File: src/rtl/adc_seq_pkg.sv
package adc_seq_pkg;
  typedef enum logic [1:0] {
    OWN_NONE = 2'd0,
    OWN_A    = 2'd1,
    OWN_B    = 2'd2
  } owner_e;

  typedef enum logic {
    PH_REQ  = 1'b0,
    PH_WAIT = 1'b1
  } phase_e;
endpackage

File: src/rtl/adc_seq_trig.sv
module adc_seq_trig (
  input  logic cascade,
  input  logic sw_a,
  input  logic sw_b,
  input  logic ext_in,
  input  logic pwm_a,
  input  logic pwm_b,
  input  logic en_ext_a,
  input  logic en_pwma_a,
  input  logic en_pwmb_b,
  input  logic en_pwmb_casc,
  output logic [1:0] trig
);
  logic common_a;

  always_comb begin
    common_a = sw_a | (ext_in & en_ext_a) | (pwm_a & en_pwma_a);
    if (cascade) begin
      trig[0] = common_a | (pwm_b & en_pwmb_casc);
      trig[1] = 1'b0;
    end else begin
      trig[0] = common_a;
      trig[1] = sw_b | (pwm_b & en_pwmb_b);
    end
  end
endmodule

File: src/rtl/adc_seq_step.sv
module adc_seq_step #(
  parameter int SW   = 4,
  parameter int MW   = 3,
  parameter int BASE = 0,
  parameter int LAST = 7
) (
  input  logic [SW-1:0] ptr,
  input  logic [MW-1:0] max_cnt,
  input  logic          continuous,
  input  logic          override,
  output logic          eos,
  output logic          run_on,
  output logic [SW-1:0] nxt
);
  localparam logic [SW-1:0] BASE_V = SW'(BASE);
  localparam logic [SW-1:0] LAST_V = SW'(LAST);

  logic [SW-1:0] end_slot;
  logic [SW-1:0] inc;

  always_comb begin
    end_slot = BASE_V + SW'(max_cnt);
    inc      = (ptr == LAST_V) ? BASE_V : ptr + SW'(1);
    eos      = (ptr == end_slot);
    run_on   = !eos || continuous;
    if (eos && continuous && !override) nxt = BASE_V;
    else                                nxt = inc;
  end
endmodule

File: src/rtl/adc_seq_pend.sv
module adc_seq_pend (
  input  logic clk,
  input  logic rst_n,
  input  logic set_i,
  input  logic take_i,
  input  logic clr_i,
  output logic pend_o
);
  always_ff @(posedge clk or negedge rst_n) begin
    if (!rst_n)      pend_o <= 1'b0;
    else if (clr_i)  pend_o <= 1'b0;
    else if (take_i) pend_o <= 1'b0;
    else if (set_i)  pend_o <= 1'b1;
  end
endmodule

File: src/rtl/adc_seq_top.sv
module adc_seq_top
  import adc_seq_pkg::*;
#(
  parameter int SEQ_SLOTS = 8,
  localparam int SW = $clog2(2 * SEQ_SLOTS),
  localparam int MW = $clog2(SEQ_SLOTS)
) (
  input  logic          clk,
  input  logic          rst_n,
  input  logic          cfg_cascade,
  input  logic          cfg_continuous,
  input  logic          cfg_override,
  input  logic [MW-1:0] max_a,
  input  logic [MW-1:0] max_b,
  input  logic [SW-1:0] max_casc,
  input  logic          sw_trig_a,
  input  logic          sw_trig_b,
  input  logic          ext_trig,
  input  logic          pwm_trig_a,
  input  logic          pwm_trig_b,
  input  logic          en_ext_a,
  input  logic          en_pwma_a,
  input  logic          en_pwmb_b,
  input  logic          en_pwmb_casc,
  input  logic          seq_rst_a,
  input  logic          seq_rst_b,
  output logic          req_valid,
  input  logic          req_ready,
  output logic [SW-1:0] slot_idx,
  input  logic          conv_done,
  output logic          busy_a,
  output logic          busy_b,
  output logic          eos_a,
  output logic          eos_b
);
  localparam logic [SW-1:0] BASE_A = '0;
  localparam logic [SW-1:0] BASE_B = SW'(SEQ_SLOTS);

  owner_e        owner_q;
  phase_e        phase_q;
  logic [SW-1:0] ptr_q [2];
  logic [1:0]    eos_q;
  logic          casc_q;

  logic [1:0]    trig, pend, clr, want, start;
  logic [MW-1:0] max_dual [2];
  logic [1:0]    d_eos, d_run;
  logic [SW-1:0] d_nxt [2];
  logic          c_eos, c_run;
  logic [SW-1:0] c_nxt;
  logic          mode_chg, free, abort;
  logic          own_eos, own_run;
  logic [SW-1:0] own_nxt;
  logic          oi;

  adc_seq_trig u_trig (
    .cascade(cfg_cascade), .sw_a(sw_trig_a), .sw_b(sw_trig_b),
    .ext_in(ext_trig), .pwm_a(pwm_trig_a), .pwm_b(pwm_trig_b),
    .en_ext_a(en_ext_a), .en_pwma_a(en_pwma_a), .en_pwmb_b(en_pwmb_b),
    .en_pwmb_casc(en_pwmb_casc), .trig(trig)
  );

  assign max_dual[0] = max_a;
  assign max_dual[1] = max_b;

  for (genvar g = 0; g < 2; g++) begin : g_seq
    adc_seq_step #(
      .SW(SW), .MW(MW),
      .BASE(g * SEQ_SLOTS), .LAST(g * SEQ_SLOTS + SEQ_SLOTS - 1)
    ) u_step (
      .ptr(ptr_q[g]), .max_cnt(max_dual[g]),
      .continuous(cfg_continuous), .override(cfg_override),
      .eos(d_eos[g]), .run_on(d_run[g]), .nxt(d_nxt[g])
    );

    adc_seq_pend u_pend (
      .clk(clk), .rst_n(rst_n), .set_i(trig[g]),
      .take_i(start[g]), .clr_i(clr[g]), .pend_o(pend[g])
    );
  end

  adc_seq_step #(
    .SW(SW), .MW(SW), .BASE(0), .LAST(2 * SEQ_SLOTS - 1)
  ) u_casc_step (
    .ptr(ptr_q[0]), .max_cnt(max_casc),
    .continuous(cfg_continuous), .override(cfg_override),
    .eos(c_eos), .run_on(c_run), .nxt(c_nxt)
  );

  always_comb begin
    mode_chg = cfg_cascade ^ casc_q;
    clr[0]   = mode_chg | seq_rst_a;
    clr[1]   = mode_chg | (seq_rst_b & ~cfg_cascade);
    want     = pend | trig;
    free     = (owner_q == OWN_NONE);
    start[0] = free & want[0] & ~clr[0];
    start[1] = free & ~start[0] & ~(want[0] & ~clr[0]) & want[1] & ~clr[1] & ~cfg_cascade;
    abort    = ((owner_q == OWN_A) & clr[0]) | ((owner_q == OWN_B) & clr[1]);
    oi       = (owner_q == OWN_B);
    if (owner_q == OWN_B) begin
      own_eos = d_eos[1]; own_run = d_run[1]; own_nxt = d_nxt[1];
    end else if (cfg_cascade) begin
      own_eos = c_eos;    own_run = c_run;    own_nxt = c_nxt;
    end else begin
      own_eos = d_eos[0]; own_run = d_run[0]; own_nxt = d_nxt[0];
    end
  end

  always_ff @(posedge clk or negedge rst_n) begin
    if (!rst_n) begin
      owner_q  <= OWN_NONE;
      phase_q  <= PH_REQ;
      ptr_q[0] <= BASE_A;
      ptr_q[1] <= BASE_B;
      eos_q    <= '0;
      casc_q   <= 1'b0;
    end else begin
      casc_q <= cfg_cascade;
      eos_q  <= '0;
      if (abort) begin
        owner_q <= OWN_NONE;
        phase_q <= PH_REQ;
      end else if (free) begin
        phase_q <= PH_REQ;
        if (start[0])      owner_q <= OWN_A;
        else if (start[1]) owner_q <= OWN_B;
      end else if (phase_q == PH_REQ) begin
        if (req_ready) phase_q <= PH_WAIT;
      end else if (conv_done) begin
        ptr_q[oi] <= own_nxt;
        eos_q[oi] <= own_eos;
        phase_q   <= PH_REQ;
        if (!own_run) owner_q <= OWN_NONE;
      end
      if (clr[0]) ptr_q[0] <= BASE_A;
      if (clr[1]) ptr_q[1] <= BASE_B;
    end
  end

  assign req_valid = (owner_q != OWN_NONE) && (phase_q == PH_REQ);
  assign slot_idx  = (owner_q == OWN_B) ? ptr_q[1] : ptr_q[0];
  assign busy_a    = (owner_q == OWN_A);
  assign busy_b    = (owner_q == OWN_B);
  assign eos_a     = eos_q[0];
  assign eos_b     = eos_q[1];
endmodule

File: config.mk
export PLATFORM = sky130hd
export DESIGN_NAME = adc_seq_top
export DESIGN_NICKNAME = d
export VERILOG_FILES = /design/src/rtl/adc_seq_pkg.sv /design/src/rtl/adc_seq_trig.sv /design/src/rtl/adc_seq_step.sv /design/src/rtl/adc_seq_pend.sv /design/src/rtl/adc_seq_top.sv
export SDC_FILE = /design/constraint.sdc
export NUM_CORES = 1
export LEC_CHECK = 0
export ABC_AREA = 1
export BUFFER_PORTS_ARGS = -buffer_cell sky130_fd_sc_hd__buf_2
export CORE_MARGIN = 3
export CORE_UTILIZATION = 45
export DETAILED_ROUTE_END_ITERATION = 12
export GPL_TIMING_DRIVEN = 0
export PLACE_DENSITY_LB_ADDON = 0.1
export SLEW_MARGIN = 20
export SYNTH_ARGS = -nofsm -noshare
export SYNTH_HDL_FRONTEND = slang
export SYNTH_HIERARCHICAL = 1
export SYNTH_SLANG_ARGS = --single-unit
File: constraint.sdc
create_clock -name clk -period 3.2 [get_ports clk]
set_input_delay 0.32 -clock clk [delete_from_list [all_inputs] [get_ports clk]]
set_output_delay 0.32 -clock clk [all_outputs]
set_load 0.02 [all_outputs]
Yosys cells after proc, flatten, opt, wreduce, memory -nomap -nowiden
Index checks and enable logic that the tools add are counted.

storage, ports and cells
  register bits = 16
  output and inout bits = 9

cells by class
  $add $sub $neg = 3
  order comparisons = 4
  eq/ne operators = 14
  multiplexer cells = 47
  bitwise operators = 32
  reduce and logical (&&, ||, !) cells = 29

operators by type and width
  cell                                                  number
  2-to-1 mux 4 bit                                      12
  2-to-1 mux 8 bit                                      4
  2-to-1 mux 2 bit                                      12
  2-to-1 mux 1 bit                                      16
  bitwise AND 1 bit                                     15
  AND reduction 4 bit                                   3
  nonzero test 3 bit                                    4
  nonzero test 2 bit                                    5
  logical AND 1 bit                                     9
  adder 4 x 1 -> 4 bit (second input constant)          2
  bitwise mux 8 bit                                     1
  equality test 4 bit                                   2
  equality test 4 bit (second input constant)           2
  != test 2 x 1 -> 1 bit (second input constant)        4
  OR 1 bit                                              7
  NOT 1 bit                                             6
  adder 4 x 3 -> 4 bit (first input constant)           1
  demux 4 bit (select 1 bit)                            1
  equality test 4 x 3 -> 1 bit                          1
  equality test 4 x 3 -> 1 bit (second input constant)  1
  zero test 1 bit                                       4
  != test 4 x 1 -> 1 bit (second input constant)        1
  logical OR 1 bit                                      3
  != test 3 bit (second input constant)                 1
  other kinds (12)                                      12

Longest topological paths before layout
Gate-level depths: netlist (run 1).

  word-level depth = 18
  depth in mapped cells = 14
  depth with buffers taken out = 14

Hierarchy
The synthesis (run 1) kept the hierarchy.

by module, submodules not included
  module                          times used  cells each  area each (µm²)  seq. area each (µm²)
  adc_seq_top                     1           119         875.8            351.6
  adc_seq_step (u_casc_step)      1           43          198.9            0.0
  adc_seq_step (g_seq[0].u_step)  1           41          190.2            0.0
  adc_seq_step (g_seq[1].u_step)  1           34          163.9            0.0
  adc_seq_pend                    2           6           43.8             25.0
  adc_seq_trig                    1           6           31.3             0.0

Worst setup path after synthesis (run 1)
OpenSTA, ideal clock, no wires.

  kind = register -> register
  start = register ptr_q[6] (netlist name)
  end = register owner_q[0]
  setup time = 0.118 ns
  arrival = 1.504 ns
  path slack = 1.578 ns
  stages on the path, launching flop included = 14
  path buffers = 0
  period minus slack after synthesis = 1.622 ns
  path through = dfrtp_1 > inv_2 > nand2_1 > nand2_1 > nor2_2 > and2_4 > nand2_2 > or2_2 > nand3_1 > nand2_1 > nand4_1 > nand2_1 > nand2_1 > nand2_1

on the way
  word-level cells in the longest chain between the ends = 7
  elaborated cells on any way between the ends = 10
  classes of those cells = eq/ne (3); mux (2); reduce/logical (5)

ends and longest elaborated chain
  element                               line                text
  from (decl)                           adc_seq_top.sv:41   logic [SW-1:0] ptr_q [2];
  from (signal, indexed assignment)     adc_seq_top.sv:130  ptr_q[oi] <= own_nxt;
  equality test 4 x 3 -> 1 bit          adc_seq_step.sv:24  eos = (ptr == end_slot);
  named net d_eos[0]                    adc_seq_top.sv:47   logic [1:0] d_eos, d_run;
  zero test 1 bit                       adc_seq_step.sv:25  run_on = !eos || continuous;
  logical OR 1 bit                      adc_seq_step.sv:25
  named net d_run[0]                    adc_seq_top.sv:47
  2-to-1 mux 1 bit                      adc_seq_top.sv:102  end else if (cfg_cascade) begin
  2-to-1 mux 1 bit                      adc_seq_top.sv:100  if (owner_q == OWN_B) begin
  != test 3 bit (no source line)        --
  AND reduction 4 bit (no source line)  --
  to (signal assigned)                  adc_seq_top.sv:111  owner_q <= OWN_NONE;
  to (signal assigned)                  adc_seq_top.sv:121  owner_q <= OWN_NONE;
  to (signal assigned)                  adc_seq_top.sv:125  if (start[0]) owner_q <= OWN_A;
  to (decl)                             adc_seq_top.sv:39   owner_e owner_q;

The timed path passes the listed nets, and every way through them passes these cells.
A chain may end at the register's enable or synchronous reset.

Worst setup path in the final report (run 1)
  start = register ptr_q[5] (netlist name)
  end = register owner_q[1]

The elaborated chain is that of the path after synthesis.

==> results of run 1 <==
==> final cells by class <==
cell class | instances | area share
multi-input combinational | 179 | 0.497
sequential | 16 | 0.220
inverter | 58 | 0.120
timing repair buffer | 37 | 0.104
tap | 44 | 0.0301
clock buffer | 4 | 0.0198
buffer | 2 | 0.00889
==> registers in the layout (all words and copies together), names as in the netlist <==
| register | cells |
|---|---|
| ptr_q | 8 |
| eos_q | 2 |
| g_seq.u_pend/pend_o | 2 |
| owner_q | 2 |
| casc_q | 1 |
| phase_q | 1 |
==> worst max-delay path, cell delays in order, from the launching register on <==
cell and delay, ps:
dfrtp_1 590, inv_1 70, nand2_1 60, nand2_1 70
nor2_4 130, and2_4 160, nand2_2 30, or2_2 260
nand3_1 70, nand2_1 60, nand4_1 70, nand2_1 70
nand2_1 60, nand2_1 50
==> cell families (layout without fill, tap and decap cells) <==
family                   Yosys count  in the layout
AO/OA/AOI/OAI                     23             23
XOR/XNOR                           2              2
adder cells (fa/ha/maj)            3              3
buffers and inverters             60            101
flip-flops                        16             16
AND/OR/NAND/NOR                  151            151
==> where the power goes <==
part           switching (mW)  total, mW  internal (mW)
clock                  0.0677      0.137         0.0693
sequential             0.0212      0.245          0.223
combinational           0.189      0.287         0.0988
total                   0.278      0.669          0.391
==> layout by cell type, fill, tap and decap left out, types with 3 or more instances in the layout <==
cell       n
inv_1     48
nand4_1    5
nor2_1    18
clkbuf_4   3
nand3_1   15
a21oi_1    9
o21ai_1    4
nand3_2    3
nand2_1   84
ha_1       3
o21ai_0    8
dfrtp_1   15
buf_2     37
nand2_2    8
nor2_2     6
nor2_4     3
inv_2      9
==> timing repair <==
action / 4_1_cts / 5_1_grt
endpoints found under the hold margin: 15 / 0
buffers inserted: 0 / 0
hold buffers: 1 / 0
==> how the worst min path moves through the flow <==
stage	end	slack, ps	cells after the start
CTS	casc_q	170	1
global route	casc_q	180	1
global placement	eos_q[0]	270	1
finish	casc_q	180	1
floorplan	casc_q	20	0
detailed placement	eos_q[0]	260	1
==> layer usage <==
layer	part of all wire	up-vias	GRT usage	wire, µm
li1	-	852	-	-
met3	0.048	4	0.0312	155
met2	0.46	36	0.280	1480
met4	0.0055	0	0.0237	18
met1	0.49	675	0.223	1600
met5	0	-	0	0
==> flow_metrics.py, run 1 <==
metrics = {
    "status": {
        "outcome": "finished clean",
    },
    "floorplan": {
        "io_pins": 37,
        "num_rows": 20,
        "start_util": 0.487,
        "die_y_um": 64.6,
        "dieArea_um2": 4180,
        "core-area_um2": 3180,
        "die_x_um": 64.6,
    },
    "routing": {
        "drt_wl_total_mm": 3.25,
        "via_count": 1567,
        "viasPerCell": 4.61,
        "first_pass_iters": 4,
        "routedWlPerCell_um": 9.57,
        "drt-initial-drc-count": 88,
        "ant_nets": 0,
        "drc": 0,
    },
    "synthesis": {
        "netlist_area_um2": 1550,
        "synthArstFlopShare": 1.00,
        "synth-xor-area-share": 0.0113,
        "ys_seq_elements": 16,
        "synth_compound_area_frac": 0.0776,
        "synthFlopType": "dfrtp_1",
        "synth-simple-area-share": 0.475,
        "synth-edff-count": 0,
        "synth_fp_nets": 286,
        "synthTopCellsByArea": "dfrtp_1 (24%), nand2_1 (20%), inv_1 (12%)",
        "yosysTopAreaCellShare": 0.243,
        "yosys_warnings": 6,
        "synth_top_family_by_area": "simple AND/OR/NAND/NOR gates",
        "synth_fa_ha_area_frac": 0.0243,
        "synth.most_common_cell": "nand2_1",
        "avgSynthCellArea_um2": 6.07,
        "yosys-top-cells-count": "nand2_1 (84), inv_1 (48), nor2_1 (18), dfrtp_1 (15), nand3_1 (15)",
        "synthCells": 255,
        "synthMuxAreaShare": 0,
        "synth_top_area_cell": "dfrtp_1",
        "seq_area_frac_synth": 0.259,
        "ys_types": 29,
    },
    "clock_tree": {
        "clock_latency_ps": 290,
        "numCtsBuffers": 3,
        "tritoncts": "built",
        "root_buffer": "clkbuf_4",
        "cts_buffer_depth": 2,
        "post_cts_resized": 0,
        "cts_num_sinks": 16,
        "clkTransAtPathRegs_ps": 100,
        "htree_levels": 1,
    },
    "global_routing": {
        "grt_pass1_wl_mm": 5.62,
        "grt.overflow.total": 0,
        "antenna_found_initial": 0,
        "track_usage": 0.165,
        "grt_pass1_vias": 1343,
        "grt_max_degree": 17,
    },
    "setup_path": {
        "crit_type": "register to register",
        "r2r-end": "owner_q[1]",
        "cp_max_fo": 10,
        "cp-startpoint": "ptr_q[5]",
        "r2r_slack_ps": 1340,
        "start_kind": "register",
        "critPathArrivalTime_ps": 2050,
        "crit_path_end_kind": "register",
        "ff2ff_path_depth": 13,
        "crit_end": "owner_q[1]",
        "cp.required_ps": 3390,
        "worstReg2RegStart": "ptr_q[5]",
    },
    "timing": {
        "hold_viol": 0,
        "finalCriticalPeriod_ps": 1860,
        "tightest_slew_ps": 440,
        "timing.final.crit_share": 0.580,
        "fmax_ghz": 0.539,
        "clock_skew_ps": 2.32,
        "rsz0062_at_grt": "no",
        "final_max_slew_viol_count": 0,
        "holdWs_ps": 181,
        "slew_headroom": 0.706,
        "tns_ps": 0,
        "setup_viol": 0,
        "setup_ws_ps": 1340,
    },
    "pwr": {
        "total_power_mw": 0.669,
        "power_density_nw_per_um2": 366,
        "leakagePower_nw": 1.09,
        "vdd_drop_max_mv": 0.337,
    },
    "layout": {
        "seq_area_um2": 402,
        "layout-drive-gt1-share": 0.277,
        "multiInputGateArea_um2": 910,
        "post-route-cell-area_um2": 1830,
        "fin_nets": 328,
        "final_cells": 340,
        "area_growth_pct": 18.2,
        "n_fill_cell": 347,
        "diodes": 0,
        "fin_util": 0.576,
    },
    "placement": {
        "pre_cts_slack_ps": 1360,
        "place.gp.congestion": 0.798,
        "dpl_cell_area_um2": 1780,
        "dp.cells": 335,
        "port_buffers": 36,
        "hpwl_mm": 2.58,
    },
    "min_path": {
        "min_path_type": "input port to register",
        "min-delay-start": "cfg_cascade",
    },
    "run": {
        "cap_violations": 0,
    },
}
(Power assumes the default switching activity.)
==> inputs of run 2 (changes only) <==
==> constraint.sdc (replaced) <==
create_clock -name clk -period 1.61 [get_ports clk]
set_input_delay 0.161 -clock clk [delete_from_list [all_inputs] [get_ports clk]]
set_output_delay 0.161 -clock clk [all_outputs]
set_load 0.02 [all_outputs]
==> run 2 against run 1 <==
Utilization rose by 5.0 points. Combinational power is 110% higher. Register-to-register slack lost 1300 ps. Sequential cell count did not move. Non-clock buffer count up 10. Critical path type unchanged. Final cell count up 2.9%. Critical path depth is the same.
==> flow_metrics.py, run 2 (synthesis gave the netlist of run 1 again) <==
metrics = {
    "layout": {
        "largest_register_ffs": 8,
        "seq_area_um2": 408,
        "area_growth_pct": 28.4,
        "n_fill_cell": 306,
        "final_cell_mix": "nand2_1 (72), inv_1 (46), buf_2 (35), nand2_2 (20), nor2_1 (18)",
        "fin_nets": 338,
        "layout-drive-gt1-share": 0.373,
        "regMostFlops": "ptr_q",
        "diodes": 0,
        "layout_commonest_cell": "nand2_1",
        "fin_util": 0.625,
        "post-route-cell-area_um2": 1990,
        "multiInputGateArea_um2": 970,
    },
    "setup_path": {
        "start_kind": "register",
        "worst_path_most_repeated_cell": "nand2_2",
        "crit_path_end_kind": "register",
        "slowest_delay_ps": 440,
        "cp.required_ps": 1800,
        "worstReg2RegStart": "ptr_q[5]",
        "critPathArrivalTime_ps": 1780,
        "cp-startpoint": "ptr_q[5]",
        "crit_type": "register to register",
        "critPathSlowestCell": "dfrtp_2",
        "cp_max_fo": 4,
        "crit_chain": "inv_2 -> nand2_2 -> nand2_2 -> nor2_4 -> and2_4 -> nand2_2 -> or2_4 -> nand3_2 -> nand2_2 -> nand4_1 -> nand2_1 -> nand2_1 -> nand2_1",
    },
    "routing": {
        "wl_met3_um": 168,
        "drt_wl_total_mm": 3.53,
        "top_layer": "met4",
        "ant_nets": 0,
        "first_pass_iters": 4,
        "viasPerCell": 4.65,
        "drt-initial-drc-count": 85,
        "dr_wl_met2_mm": 1.58,
        "wl_met1_mm": 1.75,
        "drc": 0,
        "via_count": 1628,
        "routedWlPerCell_um": 10.1,
    },
    "timing": {
        "rsz0062_at_grt": "yes",
        "finalCriticalPeriod_ps": 1590,
        "fmax_ghz": 0.628,
        "tightest_slew_ps": 376,
        "clock_skew_ps": 7.12,
        "hold_viol": 0,
        "setup_viol": 0,
        "timing.final.crit_share": 0.989,
        "final_max_slew_viol_count": 0,
        "slew_headroom": 0.749,
    },
    "clock_tree": {
        "tritoncts": "built",
        "root_buffer": "clkbuf_4",
        "numCtsBuffers": 3,
        "htree_levels": 1,
        "cts_num_sinks": 16,
        "clkTransAtPathRegs_ps": 100,
        "cts_buffer_depth": 2,
        "clock_latency_ps": 290,
    },
    "min_path": {
        "min_path_type": "input port to register",
        "min-delay-start": "cfg_cascade",
    },
    "global_routing": {
        "grt.overflow.total": 0,
        "grt_max_degree": 17,
        "antenna_found_initial": 0,
        "grt_pass1_wl_mm": 5.94,
        "track_usage": 0.177,
        "grt_pass1_vias": 1337,
    },
    "floorplan": {
        "num_rows": 20,
        "dieArea_um2": 4180,
        "die_x_um": 64.6,
        "io_pins": 37,
        "core-area_um2": 3180,
        "start_util": 0.487,
        "die_y_um": 64.6,
    },
    "placement": {
        "hpwl_mm": 2.59,
        "place.gp.congestion": 0.776,
        "port_buffers": 36,
        "dpl_cell_area_um2": 1780,
    },
    "pwr": {
        "leakagePower_nw": 1.15,
        "power_density_nw_per_um2": 693,
        "vdd_drop_max_mv": 0.555,
    },
    "run": {
        "cap_violations": 0,
    },
    "status": {
        "outcome": "finished clean",
    },
}
## run 2: layout make-up
type / instances / share of cell area
multi-input combinational: 179 / 0.488
sequential: 16 / 0.205
timing repair buffer: 47 / 0.139
inverter: 58 / 0.111
tap: 44 / 0.0277
clock buffer: 4 / 0.0183
buffer: 2 / 0.0113
## run 2: routing by layer
layer,vias to the layer above,global-route usage
li1,873,-
met4,0,0.0211
met5,-,0
met3,6,0.0364
met2,40,0.294
met1,709,0.245
## run 2: repair_timing
item | CTS | global route
setup buffers | 11 | 1
hold buffers | 1 | 0
setup endpoints to repair | 2 | 10
pin swaps | 11 | 18
resized for setup | 9 | 23
endpoints found under the hold margin | 15 | 0
gates cloned | 0 | 0
## run 2: power by group
| part | internal, mW | switching (mW) | total, mW |
|---|---|---|---|
| clock network | 0.138 | 0.140 | 0.277 |
| registers | 0.445 | 0.0398 | 0.485 |
| logic | 0.221 | 0.394 | 0.615 |
| total | 0.804 | 0.573 | 1.38 |
## run 2: final timing paths
| kind | endpoint | depth (start not counted) | slack (ps) |
|---|---|---|---|
| worst max-delay path | owner_q[0] | 13 | 20 |
| worst min-delay path | casc_q | 1 | 30 |
| worst max register to register | owner_q[0] | 13 | 20 |
| worst min register to register | g_seq[0].u_pend/pend_o | 2 | 510 |
| max in group asynchronous | ptr_q[3] | 2 | 1000 |
| min in group asynchronous | eos_q[0] | 2 | 300 |
## run 2: worst max-delay path, delay by kind of cell, from the launching register on
| family | cells | cell delay [ps] |
|---|---|---|
| and+or+nand+nor | 12 | 1020 |
| DFF | 1 | 440 |
| buffers and inverters | 1 | 50 |
## run 2: metrics by stage
| stage | setup WS, ps | total power [mW] | TNS (ps) | hold slack, ps | std cells |
|---|---|---|---|---|---|
| after CTS | 11.3 | 1.36 | 0 | 23.8 | 350 |
| after global placement | -222 | 1.07 | -437 | 104 | 335 |
| after detailed placement | -240 | 1.07 | -474 | 102 | 335 |
| after floorplan | 2.03 | 0.911 | 0 | -135 | 255 |
| final | 17.4 | 1.38 | 0 | 27.8 | 350 |
| after global routing | -128 | 1.50 | -356 | 20.4 | 350 |
